File: src/rtl/segx_pkg.sv
package segx_pkg;

    localparam int SEGS_PER_BANK = 8;
    localparam int BANKS         = 2;
    localparam int MODES         = 3;
    localparam int SEG_PAIRS     = SEGS_PER_BANK * BANKS * MODES;
    localparam int OFF_W         = 13;
    localparam int BLK_W         = 7;

    typedef enum logic [1:0] {
        XS_OFF  = 2'd0,
        XS_RUN  = 2'd1,
        XS_HELD = 2'd2
    } xl_state_e;

    typedef struct packed {
        logic [BLK_W-1:0] len;
        logic             dirty;
        logic             down;
        logic [1:0]       acf;
    } seg_desc_t;

    function automatic logic [1:0] mode_index(input logic [1:0] code);
        return (code == 2'd3) ? 2'd2 : code;
    endfunction

    function automatic logic [15:0] desc_word(input seg_desc_t d);
        return {1'b0, d.len, 1'b0, d.dirty, 2'b00, d.down, 1'b0, d.acf};
    endfunction

endpackage

File: src/rtl/segx_regs.sv
module segx_regs
    import segx_pkg::*;
#(
    parameter int BASE_W = 16
) (
    input  logic              clk,
    input  logic              rst_n,
    input  logic              wr_en,
    input  logic [6:0]        wr_addr,
    input  logic [15:0]       wr_data,
    input  logic [5:0]        sel_idx,
    input  logic              set_dirty,
    input  logic [6:0]        rd_addr,
    output seg_desc_t         sel_desc,
    output logic [BASE_W-1:0] sel_base,
    output logic [15:0]       rd_data
);

    seg_desc_t         desc_q [SEG_PAIRS];
    logic [BASE_W-1:0] base_q [SEG_PAIRS];

    logic       wr_seg_space;
    logic [5:0] wr_idx;
    logic [5:0] rd_idx;

    assign wr_seg_space = (wr_addr[6:5] != 2'd3);
    assign wr_idx       = {wr_addr[6:5], wr_addr[4], wr_addr[2:0]};
    assign rd_idx       = {rd_addr[6:5], rd_addr[4], rd_addr[2:0]};

    generate
        for (genvar i = 0; i < SEG_PAIRS; i++) begin : g_pair
            localparam logic [5:0] IDX = 6'(i);
            logic hit;
            assign hit = wr_en && wr_seg_space && (wr_idx == IDX);

            always_ff @(posedge clk or negedge rst_n) begin
                if (!rst_n) begin
                    desc_q[i] <= '0;
                    base_q[i] <= '0;
                end else begin
                    if (hit && !wr_addr[3]) begin
                        desc_q[i].len   <= wr_data[14:8];
                        desc_q[i].dirty <= 1'b0;
                        desc_q[i].down  <= wr_data[3];
                        desc_q[i].acf   <= wr_data[1:0];
                    end else if (set_dirty && (sel_idx == IDX)) begin
                        desc_q[i].dirty <= 1'b1;
                    end
                    if (hit && wr_addr[3]) begin
                        base_q[i] <= wr_data[BASE_W-1:0];
                    end
                end
            end
        end
    endgenerate

    assign sel_desc = desc_q[sel_idx];
    assign sel_base = base_q[sel_idx];

    always_comb begin
        rd_data = '0;
        if (rd_addr[6:5] != 2'd3) begin
            rd_data = rd_addr[3] ? 16'(base_q[rd_idx]) : desc_word(desc_q[rd_idx]);
        end
    end

endmodule

File: src/rtl/segx_check.sv
module segx_check
    import segx_pkg::*;
#(
    parameter  int BASE_W = 16,
    localparam int PA_W   = BASE_W + 6
) (
    input  seg_desc_t         desc,
    input  logic [BASE_W-1:0] base,
    input  logic [OFF_W-1:0]  offset,
    input  logic              is_write,
    output logic [PA_W-1:0]   pa,
    output logic              f_nores,
    output logic              f_len,
    output logic              f_ro
);

    logic [BLK_W-1:0] blk;

    assign blk     = offset[OFF_W-1:6];
    assign f_len   = desc.down ? (blk < desc.len) : (blk > desc.len);
    assign f_nores = !desc.acf[0];
    assign f_ro    = desc.acf[0] && !desc.acf[1] && is_write;
    assign pa      = {base, 6'b0} + PA_W'(offset);

endmodule

File: src/rtl/segx_fsm.sv
module segx_fsm
    import segx_pkg::*;
(
    input  logic        clk,
    input  logic        rst_n,
    input  logic        ctrl_wr,
    input  logic        ctrl_en,
    input  logic        ctrl_clr,
    input  logic        flt_take,
    input  logic        fl_nores,
    input  logic        fl_len,
    input  logic        fl_ro,
    input  logic [1:0]  fl_mode,
    input  logic        fl_dsp,
    input  logic [2:0]  fl_seg,
    input  logic [15:0] fl_ia,
    output logic        xl_on,
    output logic [15:0] status,
    output logic [15:0] fault_ia
);

    xl_state_e state_q, state_d;

    logic       r_nores, r_len, r_ro, r_dsp;
    logic [1:0] r_mode;
    logic [2:0] r_seg;
    logic       any_reason;

    assign any_reason = r_nores || r_len || r_ro;

    always_comb begin
        state_d = state_q;
        unique case (state_q)
            XS_OFF: begin
                if (ctrl_wr && ctrl_en)
                    state_d = (any_reason && !ctrl_clr) ? XS_HELD : XS_RUN;
            end
            XS_RUN: begin
                if (ctrl_wr)       state_d = ctrl_en ? XS_RUN : XS_OFF;
                else if (flt_take) state_d = XS_HELD;
            end
            XS_HELD: begin
                if (ctrl_wr) begin
                    if (!ctrl_en)     state_d = XS_OFF;
                    else if (ctrl_clr) state_d = XS_RUN;
                end
            end
            default: state_d = XS_OFF;
        endcase
    end

    always_ff @(posedge clk or negedge rst_n) begin
        if (!rst_n) state_q <= XS_OFF;
        else        state_q <= state_d;
    end

    always_ff @(posedge clk or negedge rst_n) begin
        if (!rst_n) begin
            r_nores  <= 1'b0;
            r_len    <= 1'b0;
            r_ro     <= 1'b0;
            r_dsp    <= 1'b0;
            r_mode   <= '0;
            r_seg    <= '0;
            fault_ia <= '0;
        end else if (ctrl_wr && ctrl_clr) begin
            r_nores  <= 1'b0;
            r_len    <= 1'b0;
            r_ro     <= 1'b0;
            r_dsp    <= 1'b0;
            r_mode   <= '0;
            r_seg    <= '0;
            fault_ia <= '0;
        end else if (state_q == XS_RUN && flt_take && !ctrl_wr) begin
            r_nores  <= fl_nores;
            r_len    <= fl_len;
            r_ro     <= fl_ro;
            r_dsp    <= fl_dsp;
            r_mode   <= fl_mode;
            r_seg    <= fl_seg;
            fault_ia <= fl_ia;
        end
    end

    assign xl_on  = (state_q != XS_OFF);
    assign status = {r_nores, r_len, r_ro, 5'b0, r_mode, r_dsp, r_seg, 1'b0, xl_on};

    p_frozen_r11: assert property (@(posedge clk) disable iff (!rst_n)
        (state_q == XS_HELD && !ctrl_wr) |=> ($stable(status) && $stable(fault_ia)));

    p_held_has_reason_r10: assert property (@(posedge clk) disable iff (!rst_n)
        (state_q == XS_HELD) |-> any_reason);

    p_trap_enters_held_r12: assert property (@(posedge clk) disable iff (!rst_n)
        (state_q == XS_RUN && flt_take && !ctrl_wr) |=> (state_q == XS_HELD));

endmodule

File: src/rtl/seg_xlate_top.sv
module seg_xlate_top
    import segx_pkg::*;
#(
    parameter  int BASE_W = 16,
    localparam int PA_W   = BASE_W + 6
) (
    input  logic            clk,
    input  logic            rst_n,
    input  logic            acc_valid,
    input  logic [15:0]     va,
    input  logic [1:0]      acc_mode,
    input  logic            acc_data,
    input  logic            acc_write,
    input  logic [15:0]     instr_addr,
    input  logic            reg_wr,
    input  logic [6:0]      reg_addr,
    input  logic [15:0]     reg_wdata,
    input  logic [6:0]      reg_raddr,
    output logic [15:0]     reg_rdata,
    output logic            out_valid,
    output logic [PA_W-1:0] pa,
    output logic            fault,
    output logic [15:0]     mm_status
);

    localparam logic [6:0] A_CTRL  = 7'h60;
    localparam logic [6:0] A_SPLIT = 7'h61;
    localparam logic [6:0] A_FADDR = 7'h62;

    logic [2:0]        split_q;
    logic [1:0]        midx;
    logic              dsel;
    logic [5:0]        sel_idx;
    seg_desc_t         sel_desc;
    logic [BASE_W-1:0] sel_base;
    logic [PA_W-1:0]   chk_pa;
    logic              f_nores, f_len, f_ro, any_f;
    logic              xl_on, set_dirty, flt_take, ctrl_wr;
    logic [15:0]       seg_rdata, status, fault_ia;

    assign midx    = mode_index(acc_mode);
    assign dsel    = acc_data && split_q[midx];
    assign sel_idx = {midx, dsel, va[15:13]};
    assign any_f   = f_nores || f_len || f_ro;
    assign set_dirty = acc_valid && xl_on && acc_write && !any_f;
    assign flt_take  = acc_valid && xl_on && any_f;
    assign ctrl_wr   = reg_wr && (reg_addr == A_CTRL);

    segx_regs #(.BASE_W(BASE_W)) u_regs (
        .clk(clk), .rst_n(rst_n),
        .wr_en(reg_wr), .wr_addr(reg_addr), .wr_data(reg_wdata),
        .sel_idx(sel_idx), .set_dirty(set_dirty), .rd_addr(reg_raddr),
        .sel_desc(sel_desc), .sel_base(sel_base), .rd_data(seg_rdata)
    );

    segx_check #(.BASE_W(BASE_W)) u_check (
        .desc(sel_desc), .base(sel_base), .offset(va[OFF_W-1:0]),
        .is_write(acc_write), .pa(chk_pa),
        .f_nores(f_nores), .f_len(f_len), .f_ro(f_ro)
    );

    segx_fsm u_fsm (
        .clk(clk), .rst_n(rst_n),
        .ctrl_wr(ctrl_wr), .ctrl_en(reg_wdata[0]), .ctrl_clr(reg_wdata[1]),
        .flt_take(flt_take),
        .fl_nores(f_nores), .fl_len(f_len), .fl_ro(f_ro),
        .fl_mode(midx), .fl_dsp(dsel), .fl_seg(va[15:13]), .fl_ia(instr_addr),
        .xl_on(xl_on), .status(status), .fault_ia(fault_ia)
    );

    always_ff @(posedge clk or negedge rst_n) begin
        if (!rst_n)                           split_q <= '0;
        else if (reg_wr && reg_addr == A_SPLIT) split_q <= reg_wdata[2:0];
    end

    always_ff @(posedge clk or negedge rst_n) begin
        if (!rst_n) begin
            out_valid <= 1'b0;
            pa        <= '0;
            fault     <= 1'b0;
        end else begin
            out_valid <= acc_valid;
            fault     <= flt_take;
            if (acc_valid) pa <= xl_on ? chk_pa : PA_W'(va);
        end
    end

    always_comb begin
        reg_rdata = seg_rdata;
        if (reg_raddr[6:5] == 2'd3) begin
            unique case (reg_raddr)
                A_CTRL:  reg_rdata = status;
                A_SPLIT: reg_rdata = {13'b0, split_q};
                A_FADDR: reg_rdata = fault_ia;
                default: reg_rdata = '0;
            endcase
        end
    end

    assign mm_status = status;

    p_off_pass_r2: assert property (@(posedge clk) disable iff (!rst_n)
        (acc_valid && !xl_on) |=> (pa == PA_W'($past(va))));

    p_off_quiet_r2: assert property (@(posedge clk) disable iff (!rst_n)
        (acc_valid && !xl_on) |=> !fault);

    p_fault_has_access_r3: assert property (@(posedge clk) disable iff (!rst_n)
        fault |-> out_valid);

    p_enable_bit_r12: assert property (@(posedge clk) disable iff (!rst_n)
        (reg_wr && reg_addr == A_CTRL && !reg_wdata[0]) |=> !mm_status[0]);

endmodule

File: config.mk
export PLATFORM = sky130hd
export DESIGN_NAME = seg_xlate_top
export DESIGN_NICKNAME = d
export VERILOG_FILES = /design/src/rtl/segx_pkg.sv /design/src/rtl/segx_regs.sv /design/src/rtl/segx_check.sv /design/src/rtl/segx_fsm.sv /design/src/rtl/seg_xlate_top.sv
export SDC_FILE = /design/constraint.sdc
export NUM_CORES = 2
export LEC_CHECK = 0
export ABC_AREA = 1
export BUFFER_PORTS_ARGS = -buffer_cell sky130_fd_sc_hd__buf_2
export CAP_MARGIN = 20
export CORE_MARGIN = 5
export CORE_UTILIZATION = 51
export DETAILED_ROUTE_END_ITERATION = 10
export PLACE_DENSITY_LB_ADDON = 0.08
export SYNTH_ARGS = -nofsm -noshare
export SYNTH_HDL_FRONTEND = slang
export SYNTH_SLANG_ARGS = --single-unit
File: constraint.sdc
create_clock -name clk -period 2.9 [get_ports clk]
set_input_delay 0.145 -clock clk [delete_from_list [all_inputs] [get_ports clk]]
set_output_delay 0.145 -clock clk [all_outputs]
set_load 0.01 [all_outputs]
==> out/qor.csv <==
metric,value,unit
status,"complete, but fails checks",
violations in the final reports,negative setup slack,
CTS tree,built,
layout cells sized above 1,18.5,%
worst-path fanout max,8,
RSZ-0062 raised after global routing,true,
PD cells,606,nW/um^2
r2r worst-path depth,23,
f_max,279,MHz
H-tree depth reported by CTS,4,
CP endpoint kind,flip-flop,
Via density,6.43,
CTS sink count,1350,
multi-input logic area,32600,sq um
Die X,381,microns
area of the die,145000,sq um
vias in the first global route,70000,
num rows,136,
most frequent CP cell,nand2_4,
Critical Path RT,3570,ps
max cap viols,0,
final instance area,86900,sq um
Clock Tree Buf Depth,3,
hold slack final,49.0,ps
worst vdd ir,0.530,mV
Crit path depth,23,
Worst EP arrival,4260,ps
CP Cell Sequence,"nand3_2, nand3_4, nand2_4, inv_4, nor2_4, buf_6, buf_16, buf_4, o21ai_0, o2111ai_2, nand2_1, a21oi_2, ha_4, nand4_1, o211ai_1, nand2_1, nand4_1, nand2_2, nand2_4, nand3_4, buf_12, nand2_4, o21ai_1",
CTS root buffer,clkbuf_16,
Core Region,137000,sq um
Final nets,9728,
kind of cell adding the most delay to the critical path,simple AND/OR/NAND/NOR gates,
Synth warnings,0,
min Tclk post-route,3580,ps
Main synth FF type,dfrtp_1,
kind of critical path,flip-flop to flip-flop,
Synth async-reset ratio,100,%
drt drc,0,
largest net degree at the start of global routing,100,
Final Setup Violations,94,
GRT Overall Usage,43.8,%
Worst Hold Class,input pin to async pin,
"Reg clk slew, reported paths",70,ps
Cells after Synth,9027,
Iter 0 DRT Violations,12000,
"EDFF count, synth",0,
CP max stage delay,370,ps
GR Overflow Total,0,
top post-synthesis cells by area,"dfrtp_1, nand2_1, o21ai_0",
first-pass GRT wire length,475,mm
Final Cycle Share,124,%
Hold Fails Final Rpt,0,
Final Slew Violations,0,
Worst Slack Setup Final,-683,ps
setup TNS,-50590,ps
Synth Cell Area,70200,sq um
Layout area overhead,23.8,%
"Seq/Total Area, Yosys",48.1,%
IO buf count,119,
drt pass-1 iters,10,
CP bufs+invs,5,
skew final,24.5,ps
Num CTS Buffers,153,
DP HPWL,214,mm
Placement Cell Area,79000,sq um
Slew @ Worst Pin,1140,ps
CP Launch Type,flip-flop,
top cell type's share of synthesized area,48.1,%
Detail Route Antenna Nets,0,
Sequential cell area,33800,sq um
largest area contributor in the netlist,dfrtp_1,
relative slew slack,24.0,%
Vias,74400,
number of synthesized register bits,1350,
Critical Path Slowest Stage Cell,dfrtp_1,
distinct cell type count of the synthesized netlist,62,
drt wl/cell,28.3,microns
Starting Density,51.2,%
Post-Route WL,327,mm
Filler cells,12000,
routability cong.,1.01,
end-of-flow core utilization,63.4,%
Static Leak,39.8,nW
I/O pins,126,
Die Span Y,381,microns
clk_lat worst skew,800,ps
syn_area_per_cell,7.78,sq um
initial antenna violation count,21,
## cell families (layout without fill, tap and decap cells)
family                   Yosys count  after routing  synth area share, %
XOR/XNOR                           5              5               0.0624
adder cells (fa/ha/maj)           15             15                0.278
AO/OA/AOI/OAI                   2642           2642                 22.2
AND/OR/NAND/NOR                 3764           3765                 21.7
other                              1             15              0.00534
flip-flops                      1350           1350                 48.1
buffers and inverters           1250           1978                 7.67
## cells in the final DEF (no fill, tap or decap), types with 18 or more instances in the layout
cell / n
o2111ai_1: 37
inv_1: 392
clkbuf_1: 34
clkbuf_16: 160
o211ai_1: 53
nand4_1: 104
a22oi_1: 322
o21ai_2: 24
buf_6: 30
a221oi_2: 18
nand3_2: 74
nor2_1: 244
a221oi_1: 63
buf_4: 929
o22ai_1: 383
buf_12: 133
nand2_4: 19
buf_2: 109
a21oi_1: 67
o21ai_0: 1426
o221ai_1: 30
clkinv_2: 27
o21ai_1: 59
a21boi_1: 28
nand2_1: 2838
dfrtp_1: 1350
nand2_2: 45
a21oi_2: 34
nand3_1: 386
clkbuf_8: 29
dlygate4sd3_1: 60
## final cells by class
type	instances	share of cell area (%)
Antenna cell	9	0.0259
Clock buffer	223	5.21
Clock inverter	50	0.829
Inverter	434	1.99
Multi-Input combinational cell	6433	37.5
Sequential cell	1350	38.9
Tap cell	1794	2.58
Timing Repair Buffer	1270	13.0
Timing Repair inverter	1	0.0101
## through the flow
stage          power, W  setup WS, ps  cells
2_1_floorplan    0.0265          -295   9032
3_3_place_gp     0.0311         -1110  11200
3_5_place_dp     0.0312         -1140  11200
4_1_cts          0.0520          -589  11500
5_1_grt          0.0544          -798  11600
6_report         0.0527          -683  11600
## registers in the layout, indices dropped and copies added (netlist names)
register        count
split_q             3
u_fsm.r_mode        2
u_fsm.r_ro          1
u_regs.desc_q     528
u_fsm.r_len         1
fault               1
out_valid           1
u_regs.base_q     768
pa                 22
u_fsm.r_nores       1
u_fsm.r_seg         3
u_fsm.state_q       2
u_fsm.fault_ia     16
u_fsm.r_dsp         1
## path summary, 6_finish.rpt
kind                                                start                             end  slack, ps
min in group clk                             reg_wdata[2]  u_regs.base_q[402]$_DFFE_PN0P_         50
max in group asynchronous                           rst_n  u_regs.base_q[121]$_DFFE_PN0P_       1740
setup reg to reg                   split_q[1]$_DFFE_PN0P_   u_fsm.fault_ia[2]$_DFFE_PN0P_       -680
setup / recovery                   split_q[1]$_DFFE_PN0P_   u_fsm.fault_ia[2]$_DFFE_PN0P_       -680
hold / removal                                      rst_n  u_regs.desc_q[157]$_DFFE_PN0P_         50
hold reg to reg            u_regs.base_q[601]$_DFFE_PN0P_  u_regs.base_q[601]$_DFFE_PN0P_        480
## layer usage
layer | vias up | global-route usage [%] | wire [microns]
li1 | 32000 | - | -
met5 | - | 0 | 124
met1 | 35700 | 57.4 | 123000
met3 | 1181 | 15.5 | 45400
met2 | 5486 | 62.4 | 135000
met4 | 18 | 26.6 | 23700
## repair_timing
action	in CTS	in global routing
cloned	5	2
endpoints found under the hold margin	1234	0
gates resized for setup	229	198
hold buffers	60	0
pin swaps	61	83
setup endpoints to repair	108	107
setup buffers	30	13
## cell usage after synthesis, types with 4 or more instances
library cell	count
nand2_1	2898
o21ai_0	1501
dfrtp_1	1350
clkbuf_1	560
nand3_1	459
inv_1	413
o22ai_1	391
a22oi_1	322
nor2_1	253
buf_2	117
nand4_1	104
a21oi_1	95
a221oi_1	79
o211ai_1	53
buf_4	50
buf_1	49
o2111ai_1	43
o221ai_1	33
buf_6	30
a21boi_0	28
a31oi_1	18
a41oi_1	15
ha_1	14
nand3_2	12
o21ai_1	12
a21oi_2	10
inv_2	10
o311ai_0	10
clkinv_1	7
nor3_1	7
a21boi_1	6
buf_8	6
nor3_2	6
nand2_2	5
nand3b_1	5
nor2_2	5
o21bai_1	5
a22o_1	4
o31ai_1	4
## where the power goes
part / switching [W] / leakage (nW) / total, W / internal (W)
clock: 0.00838 / 2.57 / 0.0206 / 0.0123
combinational: 0.00623 / 19.1 / 0.00994 / 0.00371
sequential: 0.00149 / 18.1 / 0.0221 / 0.0206
Power figures use the tool's default switching activity.
